==> src/rtl/sfx_pkg.sv <==
package sfx_pkg;
  // extension register offsets (within the lower 8-byte half)
  localparam logic [2:0] OFF_MODE = 3'd0;
  localparam logic [2:0] OFF_IER  = 3'd1;
  localparam logic [2:0] OFF_STAT = 3'd2;
  localparam logic [2:0] OFF_TIVL = 3'd3;
  localparam logic [2:0] OFF_TCTL = 3'd4;
  // mode bit positions
  localparam int MODE_SWAP  = 0;
  localparam int MODE_FIFO  = 2;
  localparam int MODE_FLOW  = 3;
  localparam int MODE_LEVEL = 4;
  localparam logic [7:0] MODE_WMASK = 8'h1D;
  localparam logic [7:0] IER_WMASK  = 8'h1F;
  // pending vector order, aligned with the enable register
  localparam int SRC_RXH = 0;
  localparam int SRC_TXH = 1;
  localparam int SRC_TXE = 2;
  localparam int SRC_CTO = 3;
  localparam int SRC_TMR = 4;
  localparam int NSRC    = 5;
endpackage

==> src/rtl/sfx_fifo.sv <==
module sfx_fifo #(
  parameter int W     = 8,
  parameter int DEPTH = 256   // power of two
) (
  input  logic                     clk,
  input  logic                     rst_n,
  input  logic                     flush,
  input  logic                     push,
  input  logic [W-1:0]             din,
  input  logic                     pop,
  output logic [W-1:0]             dout,
  output logic [$clog2(DEPTH):0]   count,
  output logic                     empty,
  output logic                     full,
  output logic                     pushed,
  output logic                     popped
);
  localparam int AW = $clog2(DEPTH);
  localparam int CW = AW + 1;

  logic [W-1:0]  mem [DEPTH];
  logic [AW-1:0] wp_q, wp_d, rp_q, rp_d;
  logic [CW-1:0] cnt_q, cnt_d;

  assign empty  = (cnt_q == '0);
  assign full   = (cnt_q == CW'(DEPTH));
  assign pushed = push && !full && !flush;
  assign popped = pop && !empty && !flush;
  assign count  = cnt_q;
  assign dout   = mem[rp_q];

  always_comb begin
    wp_d  = wp_q;
    rp_d  = rp_q;
    cnt_d = cnt_q;
    if (flush) begin
      wp_d  = '0;
      rp_d  = '0;
      cnt_d = '0;
    end else begin
      if (pushed) wp_d = wp_q + 1'b1;
      if (popped) rp_d = rp_q + 1'b1;
      if (pushed && !popped)      cnt_d = cnt_q + 1'b1;
      else if (!pushed && popped) cnt_d = cnt_q - 1'b1;
    end
  end

  always_ff @(posedge clk or negedge rst_n) begin
    if (!rst_n) begin
      wp_q  <= '0;
      rp_q  <= '0;
      cnt_q <= '0;
    end else begin
      wp_q  <= wp_d;
      rp_q  <= rp_d;
      cnt_q <= cnt_d;
    end
  end

  always_ff @(posedge clk) begin
    if (pushed) mem[wp_q] <= din;
  end
endmodule

==> src/rtl/sfx_irq.sv <==
module sfx_irq
  import sfx_pkg::*;
#(
  parameter int DEPTH      = 256,
  parameter int CTO_CYCLES = 4096
) (
  input  logic                   clk,
  input  logic                   rst_n,
  input  logic [$clog2(DEPTH):0] rx_cnt,
  input  logic                   rx_pushed,
  input  logic                   rx_popped,
  input  logic [$clog2(DEPTH):0] tx_cnt,
  input  logic                   tx_pushed,
  input  logic                   tx_popped,
  input  logic                   flush,
  input  logic                   stat_rd,
  input  logic                   timer_irq,
  input  logic                   tmr_en,
  input  logic                   tmr_off,
  input  logic [NSRC-1:0]        ier,
  input  logic                   level_mode,
  output logic [NSRC-1:0]        pend,
  output logic                   irq_out
);
  localparam int CW   = $clog2(DEPTH) + 1;
  localparam int HALF = DEPTH / 2;
  localparam int TW   = $clog2(CTO_CYCLES + 1);

  logic [TW-1:0] idle_q, idle_d;
  logic cto_q, cto_d, txe_q, txe_d, txh_q, txh_d, tmr_q, tmr_d;
  logic any_req, any_q, irq_q, irq_d;
  logic cto_fire, txe_fire, txh_fire, txh_clr;

  // idle counter: saturates, so time-out fires once per quiet period
  always_comb begin
    idle_d = idle_q;
    if (flush || rx_cnt == '0 || rx_pushed || rx_popped) idle_d = '0;
    else if (idle_q != TW'(CTO_CYCLES))                 idle_d = idle_q + 1'b1;
  end
  assign cto_fire = (idle_d == TW'(CTO_CYCLES)) && (idle_q != TW'(CTO_CYCLES));
  assign txe_fire = tx_popped && !tx_pushed && (tx_cnt == CW'(1));
  assign txh_fire = tx_popped && !tx_pushed && (tx_cnt == CW'(HALF));
  assign txh_clr  = stat_rd || (tx_pushed && !tx_popped && tx_cnt >= CW'(HALF - 1));

  // a new event in the same cycle as its clear wins
  always_comb begin
    cto_d = cto_fire ? 1'b1 : ((rx_popped || stat_rd || flush) ? 1'b0 : cto_q);
    txe_d = txe_fire ? 1'b1 : ((tx_pushed || stat_rd) ? 1'b0 : txe_q);
    txh_d = txh_fire ? 1'b1 : (txh_clr ? 1'b0 : txh_q);
    tmr_d = (timer_irq && tmr_en) ? 1'b1 : (tmr_off ? 1'b0 : tmr_q);
  end

  always_comb begin
    pend          = '0;
    pend[SRC_RXH] = (rx_cnt >= CW'(HALF));
    pend[SRC_TXH] = txh_q;
    pend[SRC_TXE] = txe_q;
    pend[SRC_CTO] = cto_q;
    pend[SRC_TMR] = tmr_q;
  end

  assign any_req = |(pend & ier);
  assign irq_d   = level_mode ? any_req : (any_req && !any_q);
  assign irq_out = irq_q;

  always_ff @(posedge clk or negedge rst_n) begin
    if (!rst_n) begin
      idle_q <= '0;
      cto_q  <= 1'b0;
      txe_q  <= 1'b0;
      txh_q  <= 1'b0;
      tmr_q  <= 1'b0;
      any_q  <= 1'b0;
      irq_q  <= 1'b0;
    end else begin
      idle_q <= idle_d;
      cto_q  <= cto_d;
      txe_q  <= txe_d;
      txh_q  <= txh_d;
      tmr_q  <= tmr_d;
      any_q  <= any_req;
      irq_q  <= irq_d;
    end
  end
endmodule

==> src/rtl/sfx_ctrl.sv <==
module sfx_ctrl
  import sfx_pkg::*;
#(
  parameter int DEPTH      = 256,
  parameter int CTO_CYCLES = 4096
) (
  input  logic       clk,
  input  logic       rst_n,
  input  logic [3:0] host_addr,
  input  logic [7:0] host_wdata,
  input  logic       host_wr,
  input  logic       host_rd,
  output logic [7:0] host_rdata,
  output logic       irq_out,
  output logic [2:0] core_addr,
  output logic [7:0] core_wdata,
  output logic       core_wr,
  output logic       core_rd,
  input  logic [7:0] core_rdata,
  input  logic       rx_valid,
  input  logic [7:0] rx_data,
  output logic       rx_ready,
  output logic       tx_valid,
  output logic [7:0] tx_data,
  input  logic       tx_ready,
  input  logic       inhibit_rx,
  input  logic       inhibit_tx,
  input  logic       timer_irq,
  output logic [7:0] tmr_interval,
  output logic       tmr_enable,
  output logic       flow_auto
);
  localparam int CW   = $clog2(DEPTH) + 1;
  localparam int HALF = DEPTH / 2;

  // reset: asserted asynchronously, released through two flops
  logic rst_s1, rst_ni;
  always_ff @(posedge clk or negedge rst_n) begin
    if (!rst_n) begin
      rst_s1 <= 1'b0;
      rst_ni <= 1'b0;
    end else begin
      rst_s1 <= 1'b1;
      rst_ni <= rst_s1;
    end
  end

  logic [7:0] mode_q, mode_d, ier_q, ier_d, tivl_q, tivl_d;
  logic       tctl_q, tctl_d;

  // address decode after optional half swap
  logic [3:0] eff;
  logic [2:0] sub;
  logic core_sel, data_fifo, ext_wr, ext_rd, flush, stat_rd, tmr_off;
  assign eff       = host_addr ^ {mode_q[MODE_SWAP], 3'b000};
  assign sub       = eff[2:0];
  assign core_sel  = eff[3];
  assign data_fifo = core_sel && (sub == 3'd0) && mode_q[MODE_FIFO];
  assign ext_wr    = host_wr && !core_sel;
  assign ext_rd    = host_rd && !core_sel;
  assign flush     = ext_wr && (sub == OFF_STAT);
  assign stat_rd   = ext_rd && (sub == OFF_STAT);
  assign tmr_off   = ext_wr && (sub == OFF_TCTL) && !host_wdata[0];

  assign core_addr  = sub;
  assign core_wdata = host_wdata;
  assign core_wr    = host_wr && core_sel && !data_fifo;
  assign core_rd    = host_rd && core_sel && !data_fifo;

  // FIFOs
  logic [CW-1:0] rx_cnt, tx_cnt;
  logic rx_empty, rx_full, tx_empty, tx_full;
  logic rx_pushed, rx_popped, tx_pushed, tx_popped;
  logic [7:0] rx_dout;

  assign rx_ready = mode_q[MODE_FIFO] && !inhibit_rx && !rx_full && !flush;
  assign tx_valid = mode_q[MODE_FIFO] && !inhibit_tx && !tx_empty && !flush;

  sfx_fifo #(.W(8), .DEPTH(DEPTH)) u_rxf (
    .clk(clk), .rst_n(rst_ni), .flush(flush),
    .push(rx_valid && rx_ready), .din(rx_data),
    .pop(host_rd && data_fifo), .dout(rx_dout), .count(rx_cnt),
    .empty(rx_empty), .full(rx_full), .pushed(rx_pushed), .popped(rx_popped));

  sfx_fifo #(.W(8), .DEPTH(DEPTH)) u_txf (
    .clk(clk), .rst_n(rst_ni), .flush(flush),
    .push(host_wr && data_fifo), .din(host_wdata),
    .pop(tx_valid && tx_ready), .dout(tx_data), .count(tx_cnt),
    .empty(tx_empty), .full(tx_full), .pushed(tx_pushed), .popped(tx_popped));

  logic [NSRC-1:0] pend;
  sfx_irq #(.DEPTH(DEPTH), .CTO_CYCLES(CTO_CYCLES)) u_irq (
    .clk(clk), .rst_n(rst_ni),
    .rx_cnt(rx_cnt), .rx_pushed(rx_pushed), .rx_popped(rx_popped),
    .tx_cnt(tx_cnt), .tx_pushed(tx_pushed), .tx_popped(tx_popped),
    .flush(flush), .stat_rd(stat_rd), .timer_irq(timer_irq),
    .tmr_en(tctl_q), .tmr_off(tmr_off), .ier(ier_q[NSRC-1:0]),
    .level_mode(mode_q[MODE_LEVEL]), .pend(pend), .irq_out(irq_out));

  // register next state
  always_comb begin
    mode_d = mode_q;
    ier_d  = ier_q;
    tivl_d = tivl_q;
    tctl_d = tctl_q;
    if (ext_wr) begin
      case (sub)
        OFF_MODE: mode_d = host_wdata & MODE_WMASK;
        OFF_IER:  ier_d  = host_wdata & IER_WMASK;
        OFF_TIVL: tivl_d = host_wdata;
        OFF_TCTL: tctl_d = host_wdata[0];
        default: ;
      endcase
    end
  end

  always_ff @(posedge clk or negedge rst_ni) begin
    if (!rst_ni) begin
      mode_q <= '0;
      ier_q  <= '0;
      tivl_q <= '0;
      tctl_q <= 1'b0;
    end else begin
      mode_q <= mode_d;
      ier_q  <= ier_d;
      tivl_q <= tivl_d;
      tctl_q <= tctl_d;
    end
  end

  // read path
  logic [7:0] status;
  assign status = {pend[SRC_TMR], pend[SRC_CTO], !rx_full, (rx_cnt >= CW'(HALF)),
                   rx_empty, tx_full, (tx_cnt >= CW'(HALF)), tx_empty};

  always_comb begin
    host_rdata = '0;
    if (core_sel) begin
      if (data_fifo) host_rdata = rx_empty ? 8'h00 : rx_dout;
      else           host_rdata = core_rdata;
    end else begin
      case (sub)
        OFF_MODE: host_rdata = mode_q;
        OFF_IER:  host_rdata = ier_q;
        OFF_STAT: host_rdata = status;
        OFF_TIVL: host_rdata = tivl_q;
        OFF_TCTL: host_rdata = {7'b0, tctl_q};
        default:  host_rdata = '0;
      endcase
    end
  end

  assign tmr_interval = tivl_q;
  assign tmr_enable   = tctl_q;
  assign flow_auto    = mode_q[MODE_FLOW];
endmodule

==> config.mk <==
export PLATFORM = sky130hd
export DESIGN_NAME = sfx_ctrl
export DESIGN_NICKNAME = d
export VERILOG_FILES = /design/src/rtl/sfx_pkg.sv /design/src/rtl/sfx_fifo.sv /design/src/rtl/sfx_irq.sv /design/src/rtl/sfx_ctrl.sv
export SDC_FILE = /design/constraint.sdc
export NUM_CORES = 2
export LEC_CHECK = 0
export BUFFER_PORTS_ARGS = -buffer_cell sky130_fd_sc_hd__buf_2
export CAP_MARGIN = 25
export CORE_ASPECT_RATIO = 2
export CORE_MARGIN = 3
export CORE_UTILIZATION = 63
export DETAILED_ROUTE_END_ITERATION = 7
export PLACE_DENSITY_LB_ADDON = 0.12
export SKIP_LAST_GASP = 1
export SLEW_MARGIN = 0
export SYNTH_ARGS = -nofsm -noshare
export SYNTH_HDL_FRONTEND = slang
export SYNTH_SLANG_ARGS = --single-unit
==> constraint.sdc <==
create_clock -name clk -period 4.4 [get_ports clk]
set_input_delay 0.66 -clock clk [delete_from_list [all_inputs] [get_ports clk]]
set_output_delay 0.66 -clock clk [all_outputs]
set_load 0.005 [all_outputs]
Word-level counts from Yosys, hierarchy flattened:

Memories as Yosys holds them, arrays and structs flattened.
Cells that the tools add are included.

* bits in registers: 89
* memories kept: 2
* bits in writable memories: 4096
* word-level logic and storage cells: 158
* input bits: 37
* output and inout bits: 42

* eq/ne operators: 10
* add/subtract/negate cells: 9
* reduce and logical (&&, ||, !) cells: 80
* $lt $le $gt $ge: 3
* bitwise operators: 2
* multiplexer cells: 33

Memory list
* u_rxf.mem: words 256, bits a word 8, read ports 1, clocked after memory_dff 0, write ports 1, line sfx_fifo.sv:21 `logic [W-1:0] mem [DEPTH];`
* u_txf.mem: words 256, bits a word 8, read ports 1, clocked after memory_dff 0, write ports 1, line sfx_fifo.sv:21

Operators with widths (number)
* 2-to-1 mux 8 bit: 11
* 2-to-1 mux 9 bit: 6
* logical AND 1 bit: 40
* one-hot mux 8 bit (5 select lines): 1
* adder 8 x 1 -> 8 bit (second input constant): 4
* 2-to-1 mux 13 bit: 2
* adder 9 x 1 -> 9 bit (second input constant): 2
* equality test 9 bit (second input constant): 2
* greater-or-equal comparator 9 x 8 -> 1 bit (second input constant): 2
* zero test 9 bit: 2
* subtractor 9 x 1 -> 9 bit (second input constant): 2
* nonzero test 2 bit: 8
* zero test 1 bit: 15
* adder 13 x 1 -> 13 bit (second input constant): 1
* equality test 13 bit (second input constant): 1
* 2-to-1 mux 1 bit: 13
* inequality test 13 bit (second input constant): 1
* equality test 9 x 1 -> 1 bit (second input constant): 1
* equality test 9 x 8 -> 1 bit (second input constant): 1
* greater-or-equal comparator 9 x 7 -> 1 bit (second input constant): 1
* AND reduction 2 bit: 4
* logical OR 1 bit: 7
* equality test 3 x 2 -> 1 bit (second input constant): 2
* nonzero test 3 bit: 2
* other kinds (6): 6

Longest topological paths before layout:

* depth after elaboration: 15
* mapped depth: 17

Modules after synthesis:

A second synthesis with hierarchy kept.

* cell total of the unflattened synthesis: 7853
* area, all modules: 163520.6 um2

By module, submodules not included
* sfx_fifo at u_txf: times used 1, cells each 3810, area each 80488.4 um2, seq. area each 62124.6 um2
* sfx_fifo at u_rxf: times used 1, cells each 3772, area each 80357.1 um2, seq. area each 62124.6 um2
* sfx_ctrl: times used 1, cells each 133, area each 1408.9 um2, seq. area each 500.5 um2
* sfx_irq: times used 1, cells each 138, area each 1266.2 um2, seq. area each 475.5 um2

Least setup slack after synthesis:

OpenSTA, ideal clock, no wires.

* kind: input-to-reg
* start: in host_addr[3]
* end: reg u_rxf.cnt_q[8], in the netlist u_rxf.count[8]
* setup time: 0.127 ns
* slack: 0.605 ns
* arrival time: 3.669 ns
* data required time: 4.273 ns
* path buffers: 3
* stages: 16
* cell sequence: xnor2_2 > nand4_1 > buf_2 > and4_1 > buf_2 > buf_2 > nand2_1 > ha_1 > nor2b_1 > o21ai_0 > nand2b_1 > a21o_1 > a21o_1 > a31oi_1 > mux2i_1 > nand3_1

* cells in the longest elaborated chain, start to end: 12

Ends and longest elaborated chain
* from (decl): line sfx_ctrl.sv:9 `input logic [3:0] host_addr,`
* bitwise XOR 4 bit (*): line sfx_ctrl.sv:55 `assign eff = host_addr ^ {mode_q[MODE_SWAP], 3'b000};`
* zero test 1 bit: line sfx_ctrl.sv:59 `assign ext_wr = host_wr && !core_sel;`
* logical AND 1 bit: line sfx_ctrl.sv:59
* logical AND 1 bit: line sfx_ctrl.sv:61 `assign flush = ext_wr && (sub == OFF_STAT);`
* zero test 1 bit: line sfx_fifo.sv:27, sfx_fifo.sv:28, sfx_ctrl.sv:76
* logical AND 1 bit: line sfx_ctrl.sv:76 `assign rx_ready = mode_q[MODE_FIFO] && !inhibit_rx && !rx_full && !flush;`
* logical AND 1 bit: line sfx_ctrl.sv:81 `.push(rx_valid && rx_ready), .din(rx_data),`
* logical AND 1 bit (2 in a row): line sfx_fifo.sv:27 `assign pushed = push && !full && !flush;`
* logical AND 1 bit / zero test 1 bit (equally long branches): line sfx_fifo.sv:43, sfx_fifo.sv:44
* 2-to-1 mux 9 bit / logical AND 1 bit (equally long branches): line sfx_fifo.sv:43, sfx_fifo.sv:44
* 2-to-1 mux 9 bit / nonzero test 3 bit (equally long branches)
* to (signal assigned): line sfx_fifo.sv:56 `cnt_q <= cnt_d;`
* to (decl): line sfx_fifo.sv:23 `logic [CW-1:0] cnt_q, cnt_d;`

Every way passes the cells marked *; elsewhere a longest branch is shown, timed or not.
A chain may end at the register's enable or synchronous reset.

Worst setup path after layout:

* start: reg u_rxf.rp_q[4]
* end: out host_rdata[5]

* cells in the longest elaborated chain, start to end: 4

Ends and longest elaborated chain
* from (decl): line sfx_fifo.sv:22 `logic [AW-1:0] wp_q, wp_d, rp_q, rp_d;`
* from (signal assigned): line sfx_fifo.sv:55 `rp_q <= rp_d;`
* memory read (256 x 8 bit)
* 2-to-1 mux 8 bit (2 in a row): line sfx_ctrl.sv:139 `if (data_fifo) host_rdata = rx_empty ? 8'h00 : rx_dout;`
* 2-to-1 mux 8 bit: line sfx_ctrl.sv:138 `if (core_sel) begin`
* to (decl): line sfx_ctrl.sv:13 `output logic [7:0] host_rdata,`

No other way between the ends.

==> summary.md <==
| Metric | Value |
|---|---|
| Clk_skew | 37.03 ps |
| Fillcell total | 14691 |
| Die area | ~270000 um^2 |
| Chip width | roughly 370 um |
| Placement Cell Area | 172100 um^2 |
| 1st-pass router iterations | 8 |
| Post-DRT Antenna Nets | 0 |
| Fin area | 187600 um^2 |
| Vias in the first global route | between 80000 and 90000 |
| Startpoint class of the critical path | flip-flop |
| Largest net degree at the start of global routing | slightly below 200 |
| Layout cells sized above 1 | 0.3308 |
| CP arrival | around 4600 ps |
| Die height | 726.4 um |
| CP cell instances | and2_1, buf_4, nand2_1, a21oi_1, a31oi_4, o211ai_1, o31ai_1, buf_4, a21oi_1, buf_4, a221o_2, buf_6 |
| Final worst slack | -814.9 ps |
| Tightest Pin Transition | 1258 ps |
| Min-Delay Path Class | in2reg |
| Setup slack, reg-to-reg | about 430 ps |
| First-pass GRT wire length | 635500 um |
| Netlist cell types | just over 80 |
| CTS sink cnt | 4185 |
| CP peak stage delay | about 800 ps |
| Final #Nets | 8383 |
| Sequential cell area | about 130000 um^2 |
| Mapped cell area | 163500 um^2 |
| Non-Filler Instances | ~12000 |
| TritonCTS buffer count | 346 |
| Clock Pin Slew Worst Setup and Hold Paths | roughly 70 ps |
| Max H-tree Level | 5 |
| Total GRT Usage | 0.3402 |
| Site Rows | about 260 |
| Area delta synth->final | 14.75% |
| CTS tree | built |
| DR WL/cell | between 30 and 40 um |
| Post-synth EDFFs | between 4000 and 5000 |
| Register bit count reported by yosys | around 4200 |
| Top Ports | 79 |
| Hold Crit Start | timer_irq |
| Final period util | 1.185 |
| Worst Setup Path Type | reg2out |
| Worst path required time | 3740 ps |
| Initial Util | 0.6352 |
| CP Capture Type | primary output |
| Fmax | 191.8 MHz |
| Antenna violations before repair | 15 |
| Final slew viol count | 0 |
| Clk_lat worst skew | approximately 900 ps |
| Hpwl dp | approximately 290000 um |
| Failing checks | design-rule violations, negative setup slack |
| Area of the multi-input gates | between 30000 and 40000 um^2 |
| Peak supply drop | ~430 uV |
| Syn avg cell area | 21.76 um^2 |
| Grt ovf | 0 |
| Post-synth top flop | edfxtp_1 |
| Detailed-route via count | between 80000 and 90000 |
| Hold Crit Depth | 3 |
| Minimum clock period | approximately 5200 ps |
| PortBufs | 78 |
| Min-Delay Endpoint | u_irq.tmr_q |
| DR DRC count | 1 |
| Outcome | finished with violations |
| Net Count, Synth | ~7600 |
| Register area share after synthesis | 0.7661 |
| Gpl congestion | between 0.9 and 1 |
| DRT Wirelength | approximately 450000 um |
| FF-to-FF End | u_rxf.mem[134][3] |
| Clock Tree Buf Depth | 4 |
| Maximum Capacitance Violations | 0 |
| RSZ-0062 raised after global routing | true |
| Count of final setup violators | 16 |
| Max stage delay cell, worst path | dfrtp_1 |
| Worst Path Max Fanout | 14 |
| Vias per Instance | a little under 7 |
| Leakage | slightly below 60 nW |
| Critical path's most frequent cell | buf_4 |
| Root Buffer | clkbuf_16 |
| Cell count after synthesis | around 7500 |
| FFs w/ async S/R, synth | 0.02127 |
| Yosys Warn Count | 0 |
| Power Dens Cells | roughly 540 nW/um^2 |
| Cells after DPL | 11213 |
| Initial drt markers | 10580 |
| Relative slew slack | 0.1612 |
| Worst reg2reg path depth | 8 |
| Core Area | ~260000 um^2 |
| Fin. Hold Viols | 0 |
| RR Startpoint | u_rxf.count[7] |
kinds of logic (layout without fill, tap and decap cells):
logic type               Yosys count  after routing  synth area share
flip-flops                      4185           4185            0.7661
multiplexers                    1302           1302            0.1669
AND/OR/NAND/NOR                 1008           1008           0.02647
AO/OA/AOI/OAI                    475            475           0.02081
buffers and inverters            471           1559           0.01525
XOR/XNOR                          46             46          0.002511
adder cells (fa/ha/maj)           24             24          0.001883
other                              1              8        0.00002294
critical path, delay by kind of cell (launching register included):
kind | cells | cell delay (ps)
and+or+nand+nor | 2 | 560
AOI/OAI and AO/OA | 6 | 1510
DFF | 1 | 810
buffers and inverters | 4 | 760
state kept, by name, summed over array words and instances, names as in the netlist, 4 cells and up:
signal,flops
ier_q,5
u_irq.idle_q,13
tmr_interval,8
u_rxf.rp_q,8
u_txf.mem,2048
u_rxf.mem,2048
u_rxf.count,9
u_txf.count,9
u_txf.rp_q,8
u_rxf.wp_q,8
mode_q,4
u_txf.wp_q,8
cell usage after synthesis, types with 9 or more instances:
cell type | n | share of area
o22ai_1 | 36 | 0.0014
buf_2 | 90 | 0.0028
o21ai_0 | 39 | 0.0012
a31oi_1 | 15 | 0.00057
and3_1 | 10 | 0.00038
buf_1 | 35 | 0.00080
o211ai_1 | 9 | 0.00041
a211oi_1 | 30 | 0.0014
buf_6 | 53 | 0.0037
edfxtp_1 | 4096 | 0.75
clkbuf_1 | 227 | 0.0052
mux2i_1 | 124 | 0.0076
o31ai_1 | 13 | 0.00060
a21oi_1 | 69 | 0.0021
nand2_1 | 148 | 0.0034
nor3_1 | 19 | 0.00058
a21o_1 | 10 | 0.00046
or3_1 | 9 | 0.00034
xnor2_1 | 22 | 0.0012
inv_1 | 16 | 0.00037
nor2_1 | 614 | 0.014
a22o_1 | 27 | 0.0014
dfrtp_1 | 89 | 0.014
xor2_1 | 23 | 0.0012
a22oi_1 | 130 | 0.0060
nand3_1 | 86 | 0.0026
mux2_2 | 43 | 0.0030
or2_2 | 10 | 0.00038
and2_1 | 11 | 0.00042
mux4_2 | 1135 | 0.16
a221oi_1 | 26 | 0.0014
nor2b_1 | 34 | 0.0013
nand2b_1 | 15 | 0.00057
buf_4 | 45 | 0.0021
o221ai_1 | 19 | 0.0010
ha_1 | 23 | 0.0018
nand4_1 | 20 | 0.00077
layout by cell type, fill, tap and decap left out, drive strengths merged, types with 26 or more instances in the layout:
cell,count
edfxtp,4096
a22o,27
buf,877
dfrtp,89
nor2b,34
mux2,43
a221oi,26
nand2,148
clkinv,139
o22ai,36
nand3,86
bufinv,33
clkbuf,446
a22oi,130
nor2,616
o21ai,43
a211oi,30
mux4,1135
a21oi,69
inv,32
mux2i,124
final cells by class:
type	count	share of cell area
Antenna cell	7	0.00009339
Clock buffer	418	0.04889
Clock inverter	208	0.01053
Inverter	18	0.0004136
Multi-Input combinational cell	2856	0.1978
Sequential cell	4185	0.6678
Tap cell	3445	0.02298
Timing Repair Buffer	915	0.05151
timing repair:
action                                 CTS  global route
cloned                                  31            12
endpoints found under the hold margin    2             0
setup endpoints to repair               16            16
pin swaps                               39            62
gates resized for setup                233           146
hold buffers                             1             0
setup buffers                           50           117
metal layers:
| layer | global-route usage | share of wire | vias to the layer above | routed length (um) |
|---|---|---|---|---|
| met5 | 0 | 0.000058 | - | 26 |
| met1 | 0.3784 | 0.30 | 43502 | 135400 |
| met2 | 0.5887 | 0.53 | 5045 | 237300 |
| li1 | - | - | 33077 | - |
| met4 | 0.2588 | 0.095 | 4 | 42990 |
| met3 | 0.05579 | 0.078 | 1383 | 35230 |
power by group:
part / leakage, nW / internal (mW) / switching, mW / total (mW)
Combinational: 15.3 / 12.0 / 13.2 / 25.2
Sequential: 37.9 / 44.0 / 0.431 / 44.4
Clock: 5.43 / 16.9 / 14.1 / 31.0
Total: 58.6 / 72.8 / 27.7 / 101
worst max path at each step:
stage	start	end	slack [ps]
2_1_floorplan	host_addr[3]	u_rxf.count[8]	600
6_report	u_rxf.rp_q[4]	host_rdata[5]	-810
3_3_place_gp	u_txf.rp_q[0]	tx_data[5]	-440
4_1_cts	u_rxf.rp_q[0]	host_rdata[5]	-830
5_1_grt	u_rxf.rp_q[4]	host_rdata[5]	-730
3_5_place_dp	u_txf.rp_q[0]	tx_data[5]	-420
per-stage QoR:
stage | total power [mW] | hold slack (ps) | setup TNS [ps] | utilization | worst slack (ps)
3_3_place_gp | 66.47 | 340.3 | -2250 | 0.6684 | -438.9
3_5_place_dp | 66.74 | 340.4 | -2077 | 0.6686 | -423.5
4_1_cts | 99.38 | 23.60 | -8651 | 0.7214 | -825.9
2_1_floorplan | 58.17 | 331.2 | 0 | - | 604.6
5_1_grt | 102.9 | 64.82 | -8687 | 0.7289 | -728.8
6_report | 100.6 | 78.90 | -8366 | 0.7289 | -814.9
Power figures use the tool's default switching activity.
